## src/rtl/wf_pkg.sv

```systemverilog
package wf_pkg;
  typedef enum logic {
    ST_IDLE = 1'b0,
    ST_RUN  = 1'b1
  } run_state_t;

  function automatic int unsigned idx_w(input int unsigned n);
    return (n > 1) ? $clog2(n) : 1;
  endfunction
endpackage

```

## src/rtl/wf_lane_fifo.sv

```systemverilog
module wf_lane_fifo #(
  parameter int unsigned DATA_W = 16,
  parameter int unsigned DEPTH  = 4
) (
  input  logic              clk,
  input  logic              rst,
  input  logic              push,
  input  logic [DATA_W-1:0] din,
  input  logic              pop,
  output logic [DATA_W-1:0] dout,
  output logic              empty,
  output logic              full
);
  localparam int unsigned PW = wf_pkg::idx_w(DEPTH);
  localparam int unsigned CW = $clog2(DEPTH + 1);

  logic [DATA_W-1:0] store [DEPTH];
  logic [PW-1:0]     wr_ptr, rd_ptr;
  logic [CW-1:0]     fill;

  assign empty = (fill == '0);
  assign full  = (fill == CW'(DEPTH));
  assign dout  = store[rd_ptr];

  function automatic logic [PW-1:0] bump(input logic [PW-1:0] p);
    return (p == PW'(DEPTH - 1)) ? '0 : p + 1'b1;
  endfunction

  always_ff @(posedge clk) begin
    if (push) store[wr_ptr] <= din;
  end

  always_ff @(posedge clk) begin
    if (rst) begin
      wr_ptr <= '0;
      rd_ptr <= '0;
      fill   <= '0;
    end else begin
      if (push) wr_ptr <= bump(wr_ptr);
      if (pop)  rd_ptr <= bump(rd_ptr);
      case ({push, pop})
        2'b10:   fill <= fill + 1'b1;
        2'b01:   fill <= fill - 1'b1;
        default: fill <= fill;
      endcase
    end
  end
endmodule

```

## src/rtl/wf_addr_gen.sv

```systemverilog
module wf_addr_gen #(
  parameter int unsigned ADDR_W = 16,
  parameter int unsigned CNT_W  = 16,
  parameter int unsigned LANES  = 3
) (
  input  logic                                clk,
  input  logic                                rst,
  input  logic                                start,
  input  logic [CNT_W-1:0]                    iter_count,
  input  logic [ADDR_W-1:0]                   base_addr,
  input  logic [LANES-1:0]                    lane_room,
  input  logic                                req_ready,
  input  logic                                win_fire,
  output logic                                req_valid,
  output logic [ADDR_W-1:0]                   req_addr,
  output logic [wf_pkg::idx_w(LANES)-1:0]     req_lane,
  output logic                                done
);
  import wf_pkg::*;
  localparam int unsigned LW = idx_w(LANES);

  run_state_t        state;
  logic              issuing;
  logic [CNT_W-1:0]  total, iter, accepted;
  logic [LW-1:0]     lane;
  logic [ADDR_W-1:0] base_q;
  logic              room_sel;
  logic              req_fire;

  always_comb begin
    room_sel = 1'b0;
    for (int k = 0; k < LANES; k++) begin
      if (lane == LW'(k)) room_sel = lane_room[k];
    end
  end

  assign req_valid = issuing && room_sel;
  assign req_fire  = req_valid && req_ready;
  assign req_lane  = lane;
  assign req_addr  = base_q + ADDR_W'(iter) + ADDR_W'(lane);

  always_ff @(posedge clk) begin
    if (rst) begin
      state    <= ST_IDLE;
      issuing  <= 1'b0;
      done     <= 1'b0;
      total    <= '0;
      iter     <= '0;
      accepted <= '0;
      lane     <= '0;
      base_q   <= '0;
    end else if (state == ST_IDLE) begin
      if (start) begin
        total    <= iter_count;
        iter     <= '0;
        accepted <= '0;
        lane     <= '0;
        base_q   <= base_addr;
        if (iter_count == '0) begin
          done <= 1'b1;
        end else begin
          done    <= 1'b0;
          state   <= ST_RUN;
          issuing <= 1'b1;
        end
      end
    end else begin
      if (req_fire) begin
        if (lane == LW'(LANES - 1)) begin
          lane <= '0;
          iter <= iter + 1'b1;
          if (iter == total - 1'b1) issuing <= 1'b0;
        end else begin
          lane <= lane + 1'b1;
        end
      end
      if (win_fire) begin
        accepted <= accepted + 1'b1;
        if (accepted == total - 1'b1) begin
          state <= ST_IDLE;
          done  <= 1'b1;
        end
      end
    end
  end
endmodule

```

## src/rtl/window_fetcher.sv

```systemverilog
module window_fetcher #(
  parameter int unsigned DATA_W = 16,
  parameter int unsigned ADDR_W = 16,
  parameter int unsigned CNT_W  = 16,
  parameter int unsigned LANES  = 3,
  parameter int unsigned DEPTH  = 4
) (
  input  logic                    clk,
  input  logic                    rst,
  input  logic                    start,
  input  logic [CNT_W-1:0]        iter_count,
  input  logic [ADDR_W-1:0]       base_addr,
  output logic                    mem_req_valid,
  input  logic                    mem_req_ready,
  output logic [ADDR_W-1:0]       mem_req_addr,
  input  logic                    mem_rsp_valid,
  input  logic [DATA_W-1:0]       mem_rsp_data,
  output logic                    win_valid,
  input  logic                    win_ready,
  output logic [LANES*DATA_W-1:0] win_data,
  output logic                    done
);
  localparam int unsigned LW = wf_pkg::idx_w(LANES);
  localparam int unsigned RW = $clog2(DEPTH + 1);

  logic [LANES-1:0] lane_room, lane_empty, lane_full;
  logic [LW-1:0]    req_lane, rsp_lane;
  logic             win_fire, req_fire, rsp_lane_full;

  assign win_valid = ~|lane_empty;
  assign win_fire  = win_valid && win_ready;
  assign req_fire  = mem_req_valid && mem_req_ready;

  wf_addr_gen #(.ADDR_W(ADDR_W), .CNT_W(CNT_W), .LANES(LANES)) u_agen (
    .clk(clk), .rst(rst), .start(start), .iter_count(iter_count),
    .base_addr(base_addr), .lane_room(lane_room), .req_ready(mem_req_ready),
    .win_fire(win_fire), .req_valid(mem_req_valid), .req_addr(mem_req_addr),
    .req_lane(req_lane), .done(done)
  );

  always_ff @(posedge clk) begin
    if (rst) begin
      rsp_lane <= '0;
    end else if (mem_rsp_valid) begin
      rsp_lane <= (rsp_lane == LW'(LANES - 1)) ? '0 : rsp_lane + 1'b1;
    end
  end

  always_comb begin
    rsp_lane_full = 1'b0;
    for (int k = 0; k < LANES; k++) begin
      if (rsp_lane == LW'(k)) rsp_lane_full = lane_full[k];
    end
  end

  for (genvar k = 0; k < LANES; k++) begin : g_lane
    logic [RW-1:0]     reserved;
    logic              take;
    logic [DATA_W-1:0] head;

    assign take         = req_fire && (req_lane == LW'(k));
    assign lane_room[k] = (reserved < RW'(DEPTH));

    always_ff @(posedge clk) begin
      if (rst) begin
        reserved <= '0;
      end else begin
        case ({take, win_fire})
          2'b10:   reserved <= reserved + 1'b1;
          2'b01:   reserved <= reserved - 1'b1;
          default: reserved <= reserved;
        endcase
      end
    end

    wf_lane_fifo #(.DATA_W(DATA_W), .DEPTH(DEPTH)) u_fifo (
      .clk(clk), .rst(rst),
      .push(mem_rsp_valid && (rsp_lane == LW'(k))), .din(mem_rsp_data),
      .pop(win_fire), .dout(head), .empty(lane_empty[k]), .full(lane_full[k])
    );

    assign win_data[k*DATA_W +: DATA_W] = head;
  end
endmodule

```

## config.mk

```make
export PLATFORM = sky130hd
export DESIGN_NAME = window_fetcher
export DESIGN_NICKNAME = d
export VERILOG_FILES = /design/src/rtl/wf_pkg.sv /design/src/rtl/wf_lane_fifo.sv /design/src/rtl/wf_addr_gen.sv /design/src/rtl/window_fetcher.sv
export SDC_FILE = /design/constraint.sdc
export NUM_CORES = 1
export LEC_CHECK = 0
export BUFFER_PORTS_ARGS = -buffer_cell sky130_fd_sc_hd__buf_2
export CORE_ASPECT_RATIO = 0.9
export CORE_UTILIZATION = 54
export DETAILED_ROUTE_END_ITERATION = 12
export PLACE_DENSITY = 0.77
export SLEW_MARGIN = 30
export SYNTH_ARGS = -nofsm -noshare
export SYNTH_HDL_FRONTEND = slang
export SYNTH_HIERARCHICAL = 1
export SYNTH_SLANG_ARGS = --single-unit
```

## constraint.sdc

```tcl
create_clock -name clk -period 2.93 [get_ports clk]
set_clock_uncertainty 0.15 [all_clocks]
set_input_delay 0.4395 -clock clk [delete_from_list [all_inputs] [get_ports clk]]
set_output_delay 0.4395 -clock clk [all_outputs]
set_load 0.05 [all_outputs]
```

# ---- Word-level counts from Yosys, hierarchy flattened
# Memory sizes are Yosys's and may differ from the RTL's. A register that Yosys moved wholly into a read port is not among the register bits.
# Index checks and enable logic that the tools add are counted.
dict set report totals {
  reg_bits 101
  mem_bits_rw 192
  n_memories 3
  output_inout_bits 67
  elab_cells 167
  input_bits 54
}
dict set report classes {
  mux 54
  add_sub_neg 25
  n_reduce_logical 30
  bitwise_logic 1
  n_lt_le_gt_ge 3
  eq_ne 30
}
# name depth word_bits rd rd_clocked_by_memory_dff wr line_no
set mem_list {}
lappend mem_list {{g_lane[0].u_fifo.store} 4 16 1 1 1 wf_lane_fifo.sv:17} ;# logic [DATA_W-1:0] store [DEPTH];
lappend mem_list {{g_lane[1].u_fifo.store} 4 16 1 1 1 wf_lane_fifo.sv:17}
lappend mem_list {{g_lane[2].u_fifo.store} 4 16 1 1 1 wf_lane_fifo.sv:17}
# cell n
set ops {}
lappend ops {{16-bit two-way mux} 6}
lappend ops {{3-bit case mux with 2 select lines} 6}
lappend ops {{2-bit two-way mux} 17}
lappend ops {{16-bit by 1-bit adder with 16-bit output (second input constant)} 2}
lappend ops {{16-bit == test} 2}
lappend ops {{2-bit == test (second input constant)} 14}
lappend ops {{1-bit two-way mux} 25}
lappend ops {{3-bit by 1-bit adder with 3-bit output (second input constant)} 6}
lappend ops {{3-bit by 1-bit subtractor with 3-bit output (second input constant)} 6}
lappend ops {{16-bit adder} 1}
lappend ops {{16-bit by 2-bit adder with 16-bit output} 1}
lappend ops {{2-bit by 1-bit adder with 2-bit output (second input constant)} 8}
lappend ops {{2-bit by 1-bit == test with 1-bit output (second input constant)} 8}
lappend ops {{16-bit zero test} 1}
lappend ops {{16-bit by 1-bit subtractor with 16-bit output (second input constant)} 1}
lappend ops {{2-bit nonzero test} 7}
lappend ops {{1-bit logical AND} 9}
lappend ops {{3-bit zero test} 3}
lappend ops {{3-bit less-than comparator (second input constant)} 3}
lappend ops {{2-bit != test (second input constant)} 4}
lappend ops {{2-bit AND reduction} 3}
lappend ops {{3-bit AND reduction} 2}
lappend ops {{5-bit AND reduction} 1}
lappend ops {{2-bit zero test} 2}
lappend ops {{other kinds (4)} 5}

# ---- Logic depth before layout (Yosys ltp)
dict set report logic_depth {
  depth_word 9
  ltp_mapped 13
  mapped_depth_nobuf 13
}

# ---- Hierarchy
# The synthesis kept the hierarchy.
# module cells_per_inst area_each_um2 instances seq_area_each_um2
set modules_own_cells {}
lappend modules_own_cells {wf_lane_fifo 132 2793.9 3 2102.0}
lappend modules_own_cells {wf_addr_gen 573 4531.8 1 1381.3}
lappend modules_own_cells {window_fetcher 74 604.3 1 220.2}

# ---- Worst setup path before layout
# OpenSTA, ideal clock, no wires.
dict set report synth_path {
  path_kind {reg-to-output}
  from {register u_agen.lane[0] (netlist: u_agen/req_lane[0])}
  to {output port mem_req_addr[13]}
  required_time_ns 2.341
  setup_slack_ns -0.766
  n_path_buf 0
  stages_incl_launch_ff 13
  arrival_time_ns 3.107
  cell_sequence {dfxtp_1 -> inv_1 -> fa_1 -> inv_1 -> ha_1 -> inv_1 -> fa_1 -> nor2b_1 -> o31a_1 -> o211ai_1 -> a21oi_1 -> o31ai_1 -> xnor2_1}
}
dict set report synth_between {
  elab_chain_len 1
}
# element line_no
set synth_lines {}
lappend synth_lines {{start, declared} wf_addr_gen.sv:25} ;# logic [LW-1:0] lane;
lappend synth_lines {{start signal, assigned} wf_addr_gen.sv:74} ;# lane <= lane + 1'b1;
lappend synth_lines {{16-bit by 2-bit adder with 16-bit output} wf_addr_gen.sv:40} ;# assign req_addr = base_q + ADDR_W'(iter) + ADDR_W'(lane);
lappend synth_lines {{end, declared} window_fetcher.sv:15} ;# output logic [ADDR_W-1:0] mem_req_addr,
# No other way between the ends.

# ---- Final worst setup path
dict set report layout_path {
  from {register u_agen.iter[1]}
  to {output port mem_req_addr[13]}
}
dict set report layout_between {
  elab_chain_len 2
}
# element line_no
set layout_lines {}
lappend layout_lines {{start, declared} wf_addr_gen.sv:24} ;# logic [CNT_W-1:0] total, iter, accepted;
lappend layout_lines {{start signal, assigned} wf_addr_gen.sv:71} ;# iter <= iter + 1'b1;
lappend layout_lines {{16-bit adder} wf_addr_gen.sv:40}
lappend layout_lines {{16-bit by 2-bit adder with 16-bit output} wf_addr_gen.sv:40}
# No other way between the ends.

==> key figures <==
Status
  • Status: complete, but fails checks
  • Failing checks: setup timing

Placement
  • DP Area: between 10,000 and 15,000 µm²
  • DP Cell Count: between 1,500 and 2,000
  • RePlAce Congestion: a little over 0.9
  • Detailed Place HPWL: just under 20,000 µm
  • Port Buffers: 120
  • Dpl ws: -482 ps

Power
  • Pwr Density: between 500 and 600 nW/µm²
  • Clock power share: 0.399
  • Total Power: 9290 µW
  • Internal Power: around 7000 µW
  • Flop pwr share: 0.500
  • Net Switching: between 2000 and 2500 µW
  • Share of total power in combinational logic: 0.101
  • Leakage: roughly 0.006 µW
  • Worst vdd ir: ~0.43 mV
  • Switching Share: 0.244

STA
  • Final worst path period share: 1.32
  • Rel. slew slack: 0.513
  • Setup violators final: 14
  • Worst slew pin tran: 724 ps
  • Worst Setup Slack, final: -933 ps
  • Fmax: 0.259 GHz
  • Crit path time final: 3860 ps
  • RSZ-0062 raised after global routing: yes
  • Setup TNS Final: -7260 ps
  • Final Hold Vio Count: 0
  • Slew Viols, Final: 0

GRT
  • Met3 usage in global routing: 0.0328
  • First-pass GRT wire length: 48,300 µm
  • All-Layer GR Usage: 0.243
  • Initial antenna violation count: 2
  • GRT overflow: 0
  • Busiest grt layer: met2
  • Largest net degree at the start of global routing: 36
  • Number of global-route vias before repair: around 9,000
  • GR met2 Demand/Resource: 0.391
  • Met1 Use GR: 0.347

Setup path
  • CP max FO: 2
  • Arrival time worst endpoint: roughly 3300 ps
  • Setup CP Type: flip-flop to output port
  • CP Launch Type: flip-flop
  • Critical Path RT: 2340 ps
  • Critical path endpoint category: output port

Finish
  • Nets: 1,369
  • Area growth syn-to-layout: 21.9%
  • Final std cells w/o fill: 1,616
  • Finished Cell Area: between 15,000 and 20,000 µm²
  • Share of cells above drive strength 1: 0.249

Floorplanning
  • FP Rows: 54
  • Die area: 25,600 µm²
  • Core ar.: ~24,000 µm²
  • Die Y-Extent: approximately 150 µm
  • Top-Level Pins: roughly 120
  • DIE WIDTH: around 170 µm
  • Starting density of the core: 0.553

Hold path
  • Min-Delay Path Class: input port to flip-flop

Route
  • Total vias in the final route: ~9,000
  • Antenna Nets Post-Route: 0
  • DRT Pass-1 Iters: 5
  • WL/cell: roughly 19 µm
  • DRC viols: 0
  • Vias/cell: between 5 and 6
  • Initial DRC Count: just under 1,000
  • WL final: a little over 30,000 µm

CTS
  • CTS buffer count: 30
  • # H-tree levels: 1
  • Clock transition at path regs: about 60 ps
  • Root Buffer: clkbuf_16
  • Clock latency on the worst-skew pair: ~570 ps
  • Clock sinks: approximately 300
  • CTS tree: built
  • Longest Clk Path Bufs: 3

Job
  • Max cap viols: 0

Synthesis
  • Synthesized area: 13,500 µm²
  • Synth Area per Inst: about 13 µm²
  • Total of warnings raised by yosys: 6
  • Post-synth net total: around 1,200
  • Synth Instances: about 1,000
==> power groups by stage <==
stage                     registers (µW)  logic, µW  clock network, µW
final                               4650        939               3700
after global routing                4650       1020               3930
after CTS                           4640        921               3760
after detailed placement            4730        865                  0
after global placement              4730        845                  0
after floorplan                     4710        602                  0
==> final cells by class <==
| type | count | area [µm²] |
|---|---|---|
| diodes | 1 | 2.50 |
| clock buffers | 36 | 787 |
| clock inverters | 20 | 174 |
| fillers | 1634 | 7940 |
| inverters | 51 | 191 |
| multi-input cells | 651 | 5410 |
| flip-flops and latches | 299 | 7920 |
| well taps | 336 | 420 |
| repair buffers | 222 | 1550 |
==> path summary, 6_finish.rpt <==
kind	start	end	slack [ps]	depth (start not counted)
min	iter_count[2]	u_agen/total[2]	40	3
max	u_agen/iter[1]	mem_req_addr[13]	-930	12
max reg2reg	u_agen/total[1]	u_agen/issuing	150	10
min reg2reg	u_agen/base_q[14]	u_agen/base_q[14]	310	2
==> timing repair <==
action                                  4_1_cts  5_1_grt
hold buffers                                 30        0
gates resized for setup                      46       14
endpoints found under the setup margin       20       17
pin swaps                                    17       21
endpoints found under the hold margin        30        0
buffers inserted                              4        3
==> worst max-delay path, cell delays in order (launching register included) <==
cell	delay, ps
dfxtp_2	340
fa_2	580
ha_4	140
inv_2	40
fa_2	350
nor2b_2	140
o31a_1	160
o211ai_1	140
a21oi_2	240
o31ai_4	90
buf_4	160
xnor2_2	150
buf_6	190
==> per-layer routing <==
layer | vias to the layer above | part of all wire | wire length, µm
met3 | 46 | 0.066 | 2030
met2 | 331 | 0.47 | 14600
met5 | - | 0.00042 | 13
met4 | 2 | 0.021 | 648
li1 | 4237 | - | -
met1 | 4367 | 0.44 | 13500
==> cells in the final DEF, fill, tap and decap left out, types with 5 or more instances in the layout <==
| cell | count |
|---|---|
| a21oi_1 | 62 |
| xnor2_1 | 23 |
| or3_1 | 16 |
| fa_1 | 7 |
| nor3_1 | 20 |
| mux2i_1 | 8 |
| dlygate4sd3_1 | 30 |
| nor4_1 | 8 |
| nor3b_1 | 10 |
| o211ai_1 | 5 |
| clkinv_1 | 10 |
| o21ai_0 | 22 |
| ha_1 | 49 |
| mux4_2 | 30 |
| edfxtp_1 | 192 |
| and2_1 | 14 |
| dfxtp_1 | 101 |
| xnor2_2 | 8 |
| mux4_1 | 18 |
| nor2_1 | 88 |
| inv_1 | 48 |
| xor2_1 | 45 |
| nand2_1 | 93 |
| clkbuf_16 | 30 |
| buf_6 | 15 |
| buf_4 | 70 |
| nand3_1 | 23 |
| and3_1 | 9 |
| nand4_1 | 12 |
| buf_2 | 106 |
==> flip-flops by register name, summed over array words and instances, names as in the netlist, 2 cells and up, named ones only <==
| name | cells |
|---|---|
| u_agen/total | 16 |
| u_agen/iter | 16 |
| u_agen/accepted | 16 |
| rsp_lane | 2 |
| g_lane.u_fifo/wr_ptr | 6 |
| u_agen/req_lane | 2 |
| g_lane.u_fifo/store | 192 |
| g_lane.reserved | 9 |
| u_agen/base_q | 16 |
| g_lane.u_fifo/fill | 9 |
| g_lane.u_fifo/rd_ptr | 6 |
==> per-stage QoR <==
step	util	hold WS, ps
after global routing	0.675	23.9
final	0.675	39.2
after CTS	0.672	18.6
after global placement	0.613	296
after floorplan	-	286
after detailed placement	0.613	303
(Power assumes the default switching activity.)
